[src/rtl/acq_pkg.sv]
package acq_pkg;
  typedef enum logic [1:0] {
    ST_IDLE = 2'd0,
    ST_WAIT = 2'd1,
    ST_RUN  = 2'd2
  } acq_st_e;
endpackage

[src/rtl/acq_cmd_if.sv]
module acq_cmd_if #(
  parameter int ADDR_W = 5
) (
  input  logic              clk_i,
  input  logic              rst_ni,
  input  logic              cs_ni,
  input  logic              wr_ni,
  input  logic [ADDR_W-1:0] addr_i,
  input  logic              offs_sel_i,
  input  logic              cal_i,
  output logic              cmd_vld_o,
  output logic [ADDR_W-1:0] cmd_addr_o,
  output logic              cmd_offs_o,
  output logic              cmd_cal_o
);
  logic wr_q;

  always_ff @(posedge clk_i or negedge rst_ni) begin
    if (!rst_ni) wr_q <= 1'b1;
    else         wr_q <= wr_ni;
  end

  // strobe release seen while selected
  assign cmd_vld_o  = wr_ni && !wr_q && !cs_ni;
  assign cmd_addr_o = addr_i;
  assign cmd_offs_o = offs_sel_i;
  assign cmd_cal_o  = cal_i;
endmodule

[src/rtl/acq_sar.sv]
module acq_sar #(
  parameter int CODE_W        = 14,
  parameter int STEP_CLKS     = 2,
  parameter int CAL_STEP_CLKS = 6
) (
  input  logic              clk_i,
  input  logic              rst_ni,
  input  logic              start_i,
  input  logic              long_i,
  input  logic              cmp_i,
  output logic              run_o,
  output logic              done_o,
  output logic [CODE_W-1:0] result_o,
  output logic [CODE_W-1:0] trial_code_o
);
  localparam int MAX_STEP = (CAL_STEP_CLKS > STEP_CLKS) ? CAL_STEP_CLKS : STEP_CLKS;
  localparam int CNT_W    = $clog2(MAX_STEP + 1);
  localparam int BIT_W    = $clog2(CODE_W);

  logic              run_q, long_q;
  logic [BIT_W-1:0]  bit_q;
  logic [CNT_W-1:0]  cnt_q, limit;
  logic [CODE_W-1:0] acc_q, trial, acc_upd;
  logic              last_cnt;

  assign limit    = long_q ? CNT_W'(CAL_STEP_CLKS - 1) : CNT_W'(STEP_CLKS - 1);
  assign last_cnt = (cnt_q == limit);
  assign trial    = acc_q | ({{(CODE_W-1){1'b0}}, 1'b1} << bit_q);
  assign acc_upd  = cmp_i ? trial : acc_q;

  assign run_o        = run_q;
  assign done_o       = run_q && last_cnt && (bit_q == '0);
  assign result_o     = acc_upd;
  assign trial_code_o = run_q ? trial : '0;

  always_ff @(posedge clk_i or negedge rst_ni) begin
    if (!rst_ni) begin
      run_q  <= 1'b0;
      long_q <= 1'b0;
      bit_q  <= '0;
      cnt_q  <= '0;
      acc_q  <= '0;
    end else if (start_i && !run_q) begin
      run_q  <= 1'b1;
      long_q <= long_i;
      bit_q  <= BIT_W'(CODE_W - 1);
      cnt_q  <= '0;
      acc_q  <= '0;
    end else if (run_q) begin
      if (last_cnt) begin
        acc_q <= acc_upd;
        cnt_q <= '0;
        if (bit_q == '0) run_q <= 1'b0;
        else             bit_q <= bit_q - 1'b1;
      end else begin
        cnt_q <= cnt_q + 1'b1;
      end
    end
  end

  a_r5_msb_first: assert property (@(posedge clk_i) disable iff (!rst_ni)
    (start_i && !run_q) |=> (trial_code_o == {1'b1, {(CODE_W-1){1'b0}}}));
  a_r3_done_ends_run: assert property (@(posedge clk_i) disable iff (!rst_ni)
    done_o |=> !run_o);
endmodule

[src/rtl/acq_bank.sv]
module acq_bank #(
  parameter int N_CH   = 32,
  parameter int CODE_W = 14,
  parameter int N_REG  = N_CH + 1,
  parameter int SEL_W  = 6
) (
  input  logic              clk_i,
  input  logic              rst_ni,
  input  logic              we_i,
  input  logic              we_all_i,
  input  logic [SEL_W-1:0]  we_sel_i,
  input  logic [CODE_W-1:0] wdata_i,
  input  logic              hold_i,
  input  logic              rd_req_i,
  input  logic [SEL_W-1:0]  rd_sel_i,
  output logic              rd_valid_o,
  output logic [CODE_W-1:0] rd_data_o
);
  logic [CODE_W-1:0] regs_q [N_REG];
  logic [N_REG-1:0]  hit_w;

  for (genvar i = 0; i < N_REG; i++) begin : g_reg
    assign hit_w[i] = we_i && (we_all_i ? (i < N_CH) : (we_sel_i == SEL_W'(i)));

    always_ff @(posedge clk_i or negedge rst_ni) begin
      if (!rst_ni)       regs_q[i] <= '0;
      else if (hit_w[i]) regs_q[i] <= wdata_i;
    end

    a_r9_hold_untouched: assert property (@(posedge clk_i) disable iff (!rst_ni)
      !hit_w[i] |=> $stable(regs_q[i]));
  end

  logic             pend_q, rd_valid_q;
  logic [SEL_W-1:0] pend_sel_q, sel_eff;
  logic [CODE_W-1:0] rd_data_q;

  assign sel_eff = pend_q ? pend_sel_q : rd_sel_i;

  always_ff @(posedge clk_i or negedge rst_ni) begin
    if (!rst_ni) begin
      pend_q     <= 1'b0;
      pend_sel_q <= '0;
      rd_valid_q <= 1'b0;
      rd_data_q  <= '0;
    end else begin
      rd_valid_q <= !hold_i && (pend_q || rd_req_i);
      if (!hold_i && (pend_q || rd_req_i))
        rd_data_q <= (sel_eff < SEL_W'(N_REG)) ? regs_q[sel_eff] : '0;
      if (hold_i && rd_req_i) begin
        pend_q     <= 1'b1;
        pend_sel_q <= rd_sel_i;
      end else if (!hold_i) begin
        pend_q <= 1'b0;
      end
    end
  end

  assign rd_valid_o = rd_valid_q;
  assign rd_data_o  = rd_data_q;

  a_r12_read_deferred: assert property (@(posedge clk_i) disable iff (!rst_ni)
    (rd_req_i && hold_i) |=> !rd_valid_o);
endmodule

[src/rtl/acq_seq.sv]
module acq_seq
  import acq_pkg::*;
#(
  parameter int N_CH          = 32,
  parameter int CODE_W        = 14,
  parameter int STEP_CLKS     = 2,
  parameter int CAL_STEP_CLKS = 6,
  localparam int ADDR_W       = $clog2(N_CH),
  localparam int N_REG        = N_CH + 1,
  localparam int SEL_W        = $clog2(N_REG)
) (
  input  logic              clk_i,
  input  logic              rst_ni,
  input  logic              cs_ni,
  input  logic              wr_ni,
  input  logic [ADDR_W-1:0] addr_i,
  input  logic              offs_sel_i,
  input  logic              cal_i,
  input  logic              track_i,
  input  logic              cmp_i,
  output logic [CODE_W-1:0] trial_code_o,
  output logic              busy_no,
  output logic [N_REG-1:0]  pass_o,
  input  logic              rd_req_i,
  input  logic [SEL_W-1:0]  rd_sel_i,
  output logic              rd_valid_o,
  output logic [CODE_W-1:0] rd_data_o
);
  logic              cmd_vld, cmd_offs, cmd_cal;
  logic [ADDR_W-1:0] cmd_addr;
  logic [SEL_W-1:0]  cmd_sel;

  acq_cmd_if #(.ADDR_W(ADDR_W)) u_cmd (
    .clk_i, .rst_ni, .cs_ni, .wr_ni, .addr_i, .offs_sel_i, .cal_i,
    .cmd_vld_o(cmd_vld), .cmd_addr_o(cmd_addr),
    .cmd_offs_o(cmd_offs), .cmd_cal_o(cmd_cal)
  );

  acq_st_e          st_q;
  logic [SEL_W-1:0] tgt_sel_q;
  logic             tgt_cal_q, track_q;
  logic             accept, start, sar_run, sar_done;
  logic [CODE_W-1:0] sar_result;

  assign cmd_sel = cmd_offs ? SEL_W'(N_CH) : SEL_W'(cmd_addr);
  assign accept  = cmd_vld && (st_q != ST_RUN);
  assign start   = (accept && track_i) ||
                   (!accept && st_q == ST_WAIT && track_i && !track_q);

  always_ff @(posedge clk_i or negedge rst_ni) begin
    if (!rst_ni) begin
      st_q      <= ST_IDLE;
      tgt_sel_q <= '0;
      tgt_cal_q <= 1'b0;
      track_q   <= 1'b0;
    end else begin
      track_q <= track_i;
      if (accept) begin
        tgt_sel_q <= cmd_sel;
        tgt_cal_q <= cmd_cal;
      end
      if (sar_done)    st_q <= ST_IDLE;
      else if (start)  st_q <= ST_RUN;
      else if (accept) st_q <= ST_WAIT;
    end
  end

  acq_sar #(
    .CODE_W(CODE_W), .STEP_CLKS(STEP_CLKS), .CAL_STEP_CLKS(CAL_STEP_CLKS)
  ) u_sar (
    .clk_i, .rst_ni,
    .start_i(start), .long_i(accept ? cmd_cal : tgt_cal_q), .cmp_i,
    .run_o(sar_run), .done_o(sar_done), .result_o(sar_result),
    .trial_code_o
  );

  acq_bank #(
    .N_CH(N_CH), .CODE_W(CODE_W), .N_REG(N_REG), .SEL_W(SEL_W)
  ) u_bank (
    .clk_i, .rst_ni,
    .we_i(sar_done), .we_all_i(tgt_cal_q), .we_sel_i(tgt_sel_q), .wdata_i(sar_result),
    .hold_i(sar_run), .rd_req_i, .rd_sel_i, .rd_valid_o, .rd_data_o
  );

  assign busy_no = !sar_run;

  for (genvar i = 0; i < N_REG; i++) begin : g_pass
    assign pass_o[i] = (st_q != ST_IDLE) &&
                       (tgt_cal_q ? (i < N_CH) : (tgt_sel_q == SEL_W'(i)));
  end

  a_r3_start_now: assert property (@(posedge clk_i) disable iff (!rst_ni)
    (accept && track_i) |=> !busy_no);
  a_r4_defer: assert property (@(posedge clk_i) disable iff (!rst_ni)
    (accept && !track_i) |=> (busy_no && (pass_o != '0)));
  a_r6_pass_in_busy: assert property (@(posedge clk_i) disable iff (!rst_ni)
    !busy_no |-> (pass_o != '0));
  a_r8_cal_all: assert property (@(posedge clk_i) disable iff (!rst_ni)
    (!busy_no && tgt_cal_q) |-> ((&pass_o[N_CH-1:0]) && !pass_o[N_CH]));
  a_r10_ignore_busy: assert property (@(posedge clk_i) disable iff (!rst_ni)
    (!busy_no && cmd_vld) |=> ($stable(tgt_sel_q) && $stable(tgt_cal_q)));
endmodule

[config.mk]
export PLATFORM = sky130hd
export DESIGN_NAME = acq_seq
export DESIGN_NICKNAME = d
export VERILOG_FILES = /design/src/rtl/acq_pkg.sv /design/src/rtl/acq_cmd_if.sv /design/src/rtl/acq_sar.sv /design/src/rtl/acq_bank.sv /design/src/rtl/acq_seq.sv
export SDC_FILE = /design/constraint.sdc
export NUM_CORES = 1
export LEC_CHECK = 0
export BUFFER_PORTS_ARGS = -buffer_cell sky130_fd_sc_hd__clkbuf_2
export CAP_MARGIN = 10
export CORE_ASPECT_RATIO = 1.2
export CORE_MARGIN = 2
export CORE_UTILIZATION = 35
export CTS_BUF_LIST = sky130_fd_sc_hd__clkbuf_8 sky130_fd_sc_hd__clkbuf_16
export DETAILED_ROUTE_END_ITERATION = 12
export HOLD_SLACK_MARGIN = 0.08
export SLEW_MARGIN = 20
export SYNTH_ARGS = -nofsm -noshare
export SYNTH_HDL_FRONTEND = slang
export SYNTH_SLANG_ARGS = --single-unit
[constraint.sdc]
create_clock -name clk_i -period 3.81 [get_ports clk_i]
set_input_delay 0.381 -clock clk_i [delete_from_list [all_inputs] [get_ports clk_i]]
set_output_delay 0.381 -clock clk_i [all_outputs]
set_load 0.01 [all_outputs]
Word level (Yosys, flattened, before mapping)
Cells that the tools add are included.
{ "op_classes": {"addsub": 2, "magnitude_cmp": 2, "eq_ne": 37, "shifts": 1, "mux": 62, "bitwise": 2, "reduce_logical": 93} }
{ "op_table": {"columns": ["cell", "n"], "rows": [
  ["14-bit 2-to-1 mux", 8],
  ["6-bit by 5-bit == test with 1-bit output (second input constant)", 16],
  ["14-bit binary-select mux with 6-bit select", 1],
  ["1-bit logical AND", 78],
  ["6-bit by 4-bit == test with 1-bit output (second input constant)", 8],
  ["1-bit 2-to-1 mux", 40],
  ["6-bit by 3-bit == test with 1-bit output (second input constant)", 4],
  ["4-bit 2-to-1 mux", 4],
  ["14-bit OR", 1],
  ["1-bit by 4-bit left shift with 14-bit output (first input constant)", 1],
  ["6-bit by 2-bit == test with 1-bit output (second input constant)", 2],
  ["3-bit 2-to-1 mux", 4],
  ["6-bit 2-to-1 mux", 2],
  ["7-bit greater-or-equal comparator (second input constant)", 1],
  ["6-bit inverter with 7-bit output", 1],
  ["6-bit by 1-bit == test with 1-bit output (second input constant)", 1],
  ["6-bit == test (second input constant)", 1],
  ["6-bit logical NOT", 1],
  ["6-bit < comparator (second input constant)", 1],
  ["2-bit 2-to-1 mux", 3],
  ["2-bit nonzero test", 3],
  ["1-bit logical NOT", 5],
  ["4-bit logical NOT", 1],
  ["2-bit by 1-bit inequality test with 1-bit output (second input constant)", 2],
  ["9 further kinds", 10]
]} }
{ "totals": {"register_bits": 518, "in_bits": 20, "output_inout_bits": 63, "wordCells": 246} }

Logic depth before layout (Yosys ltp)
{ "logic_depth": {"ltp_word": 12, "ltp_mapped": 11, "depth_no_buf": 7} }

By module
A second synthesis with hierarchy kept.
{ "hier_totals": {"hier_cells": 2408, "area_unflattened_um2": 26773.2} }
{ "modules_own_cells": {"columns": ["mod", "n_inst", "cells_each", "area_per_inst_um2"], "rows": [
  ["acq_bank", 1, 2145, 24448.4],
  ["acq_sar", 1, 153, 1432.6],
  ["acq_seq", 1, 101, 800.8],
  ["acq_cmd_if", 1, 9, 91.3]
]} }

Worst setup path before layout
No wires, ideal clock.
{ "synth_path": {"kind": "register to register", "from": "register u_sar.bit_q[0]", "to": "register u_bank.regs_q[418] in the netlist's numbering", "arrival_time_ps": 1938, "setup_slack_ps": 1730, "stages_incl_launch_ff": 11, "n_path_buf": 3, "path_cell_list": "dfrtp_1 -> inv_1 -> ha_1 -> clkbuf_1 -> and2_1 -> nand2_2 -> or2_2 -> clkbuf_1 -> clkbuf_1 -> nand2_1 -> o21ai_0"} }
{ "synth_between": {"elab_chain_cells": 3, "elab_cells_between_ends": 6, "cone_classes": "shift: 1; mux: 1; bitwise: 1; reduce/logical: 3"} }
{ "synth_lines": {"columns": ["element", "line_no", "rtl"], "rows": [
  ["start: declaration", "acq_sar.sv:21", "logic [BIT_W-1:0] bit_q;"],
  ["start signal: assignment", "acq_sar.sv:46", "bit_q <= BIT_W'(CODE_W - 1);"],
  ["start signal: assignment", "acq_sar.sv:54", "else bit_q <= bit_q - 1'b1;"],
  ["1-bit by 4-bit left shift with 14-bit output / 4-bit logical NOT (equally long branches)", "acq_sar.sv:28, acq_sar.sv:32", null],
  ["14-bit OR / 1-bit logical AND (equally long branches)", "acq_sar.sv:28, acq_sar.sv:32", null],
  ["14-bit 2-to-1 mux / 1-bit logical AND (equally long branches)", "acq_sar.sv:29, acq_bank.sv:23", null],
  ["end signal: indexed assignment", "acq_bank.sv:27", "else if (hit_w[i]) regs_q[i] <= wdata_i;"],
  ["end: declaration", "acq_bank.sv:19", "logic [CODE_W-1:0] regs_q [N_REG];"]
]} }
Several ways; a longest one is shown, not always the timed one.
A chain may end at the register's enable or synchronous reset.

Worst setup path in the final report
{ "layout_path": {"from": "register u_bank.pend_q", "to": "register u_bank.rd_data_q[11] (netlist: u_bank.rd_data_o[11])"} }
{ "layout_between": {"elab_chain_cells": 6, "elab_cells_between_ends": 9, "cone_classes": "order compare: 1; mux: 5; bitwise: 1; reduce/logical: 2"} }
{ "layout_lines": {"columns": ["element", "line_no", "rtl"], "rows": [
  ["start: declaration", "acq_bank.sv:34", "logic pend_q, rd_valid_q;"],
  ["start signal: assignment", "acq_bank.sv:42", "pend_q <= 1'b0;"],
  ["start signal: assignment", "acq_bank.sv:51", "pend_q <= 1'b1;"],
  ["start signal: assignment", "acq_bank.sv:54", "pend_q <= 1'b0;"],
  ["6-bit 2-to-1 mux", "acq_bank.sv:38", "assign sel_eff = pend_q ? pend_sel_q : rd_sel_i;"],
  ["6-bit inverter with 7-bit output (not written as such)", "acq_bank.sv:49", "rd_data_q <= (sel_eff < SEL_W'(N_REG)) ? regs_q[sel_eff] : '0;"],
  ["14-bit binary-select mux with 6-bit select", "acq_bank.sv:49", null],
  ["14-bit 2-to-1 mux (not written as such) (2 in series)", "acq_bank.sv:49", null],
  ["14-bit 2-to-1 mux", "acq_bank.sv:49", null],
  ["end signal: assignment", "acq_bank.sv:49", null],
  ["end: declaration", "acq_bank.sv:36", "logic [CODE_W-1:0] rd_data_q;"]
]} }
Several ways; a longest one is shown, not always the timed one. The select of a mux whose other input is x is not followed.

==> summary.txt <==
Final min period: 3050 ps
Cell Area, Placed: 0.0263 mm2
Placer Congestion: 0.806
Power density cells: 727 mW/mm2
Finished Cell Area: 0.0282 mm2
DP Cell Count: 3676
Initial Util: 35.2%
Width of the chip: 247 um
FILL cells: 7108
Final WL: 81.6 mm
Chip Height: 296 um
Max Freq: 0.328 GHz
Antenna diodes: 0
Max_cap viols: 0
CTS tree: built
WL per Instance: 21.5 um
Layout net count: 2847
Gr ovfl total: 0
Vias per inst: 5.54
CTS root buf: clkbuf_16
H-tree depth: 2
Hold Slack: 229 ps
CORE AREA: 0.0707 mm2
Cells after Synth: 2869
Critical path type: reg2reg
Reg clk slew, reported paths: 70 ps
Least-Margin Pin Slew: 1100 ps
Post-route setup TNS: 0 ps
Initial antenna violation count: 0
Aggregate global-route resource usage: 22.5%
HPWL after DPL: 50.5 mm
Worst r2r src: u_bank.pend_q$_DFFE_PN0P_
Unique cell type count in the Yosys netlist: 62
Crit path to: u_bank.rd_data_o[11]$_DFFE_PN0P_
RSZ-0062 raised after global routing: false
Bufs on Longest Clock Path: 3
Synthesized flop and latch total: 518
Max VDD drop: 0.000464 V
Dpl ws: 744 ps
Overall die area: 0.0733 mm2
Final hold violations: 0
Setup Skew: 17.2 ps
Relative slew slack: 26.6%
Sequential area share after synthesis: 52.1%
Vias: 20966
Residual DRC count: 0
Final slew viol count: 0
Yosys top cell area share: 52.0%
Final ANT Viol Nets: 0
Setup crit start: u_bank.pend_q$_DFFE_PN0P_
WHS Path Cells: 3
Ports: 83
Wl on met1: 35.4 mm
Critical Path AT: 3520 ps
Proportion of layout cells with a drive suffix above 1: 10.6%
CP Capture Type: register
Top post-synthesis cells by area: dfrtp_1, o21ai_0, nand2_1
Finished Layout Cells: 3785
Syn. warnings: 0
Number of global-route vias before repair: 20213
R2r endpoint: u_bank.rd_data_o[11]$_DFFE_PN0P_
LEAKAGE: 12.9 nW
Synthesized area: 0.0249 mm2
Synth Flop Type: dfrtp_1
TritonRoute pass-1 iters: 6
Synth area leader: dfrtp_1
Port buffer count: 82
Iter 0 DRT Violations: 1772
CP startpoint kind: register
Post-cts gate resize count: 0
R2r setup slk: 760 ps
Post-synth EDFFs: 0
Worst-path fanout max: 21
Avg Synthesized Cell Area: 8.67 um2
Reg2Reg Depth: 6
Clock Latency Late Sink: 610 ps
Min setup slack post-route: 757 ps
CTS Buf Count: 52
CTS Sinks: 518
Top routing layer in use: met4
Largest net degree at the start of global routing: 104
P&R area growth vs syn: 13.3%
WP data required: 4270 ps
First-pass GRT wire length: 126 mm
Commonest non-fill, non-tap cell in the layout: nand2_1
Post-synth ARST share: 100%
Commonest cells after routing, fill and taps aside: nand2_1, o21ai_0, dfrtp_1, nor2_1, o22ai_1
# setup viols final: 0
# rows: 107
Met3 routed WL: 4.67 mm
Status: complete, no violations
Final Cycle Share: 80.1%
Met2 Wirelength: 39.3 mm
Mapped Nets: 2896
HP Class: in2reg
## layout make-up
type                            instances  area, um2  area share (%)
Tap cell                              926       1160            4.11
Clock inverter                         32        354            1.26
Clock buffer                           61       1440            5.09
Multi-Input combinational cell       2057      10800            38.4
Sequential cell                       518      13000            46.0
Timing Repair Buffer                  179       1420            5.02
Inverter                               12       45.0           0.160
## cells in the mapped netlist (17+ instances only)
cell      number
a211oi_1      17
a21oi_1       90
a221o_1       26
a221oi_1      53
a31oi_1       69
buf_2         83
clkbuf_1     179
dfrtp_1      517
mux2i_1       70
nand2_1      587
nor2_1       295
o21ai_0      527
o21ai_1       23
o22ai_1      106
or2_1         29
## registers in the layout, summed over array words and instances (netlist names)
signal / count
tgt_cal_q: 1
u_sar.long_q: 1
u_bank.pend_sel_q: 6
u_sar.acc_q: 14
u_bank.rd_data_o: 14
u_sar.run_o: 1
u_sar.bit_q: 4
u_bank.regs_q: 462
track_q: 1
u_sar.cnt_q: 3
u_bank.rd_valid_o: 1
tgt_sel_q: 6
st_q: 2
u_bank.pend_q: 1
u_cmd.wr_q: 1
## layer usage
| metal | up-vias | global-route usage [%] |
|---|---|---|
| li1 | 9868 | - |
| met1 | 10255 | 29.9 |
| met2 | 711 | 38.3 |
| met3 | 132 | 3.10 |
| met4 | 0 | 6.34 |
| met5 | - | 0 |
## through the flow
stage | power, W | util (%)
6_report | 0.0205 | 39.9
2_1_floorplan | 0.0123 | -
4_1_cts | 0.0205 | 39.9
3_3_place_gp | 0.0150 | 37.1
5_1_grt | 0.0217 | 39.9
3_5_place_dp | 0.0150 | 37.1
## power breakdown
group | total [W] | leakage [nW] | internal (W) | switching (W)
logic | 0.00747 | 7.19 | 0.00260 | 0.00486
clock network | 0.00545 | 0.906 | 0.00316 | 0.00229
registers | 0.00757 | 4.81 | 0.00663 | 0.000938
## critical path: stages, from the launching register on
cell and delay [ps]:
dfrtp_2 570, buf_4 310, o21ai_2 800, buf_4 430, a31oi_1 100, a31oi_1 520
a31oi_1 160
## worst min-delay path by stage
stage                startpoint                          endpoint
floorplan                rst_ni               st_q[0]$_DFFE_PN0P_
global placement         rst_ni    u_bank.regs_q[419]$_DFFE_PN0P_
detailed placement       rst_ni    u_bank.regs_q[461]$_DFFE_PN0P_
CTS                 rd_sel_i[4]  u_bank.pend_sel_q[4]$_DFFE_PN0P_
global route        rd_sel_i[4]  u_bank.pend_sel_q[4]$_DFFE_PN0P_
finish              rd_sel_i[4]  u_bank.pend_sel_q[4]$_DFFE_PN0P_
## kinds of logic (layout without fill, tap and decap cells)
family / Yosys count / count (layout) / share of synthesized area, %
AOI/OAI and AO/OA: 977 / 977 / 22.9
xor gates and xnor gates: 3 / 3 / 0.106
adders and majority gates: 7 / 7 / 0.352
buffers and inverters: 294 / 284 / 5.25
DFF: 518 / 518 / 52.1
muxes: 81 / 81 / 3.34
and+or+nand+nor: 989 / 989 / 15.9
## what timing repair did
item,CTS,global route
buffers inserted,0,0
hold buffers,16,0
endpoints found under the hold margin,80,0
(Power assumes the default switching activity.)
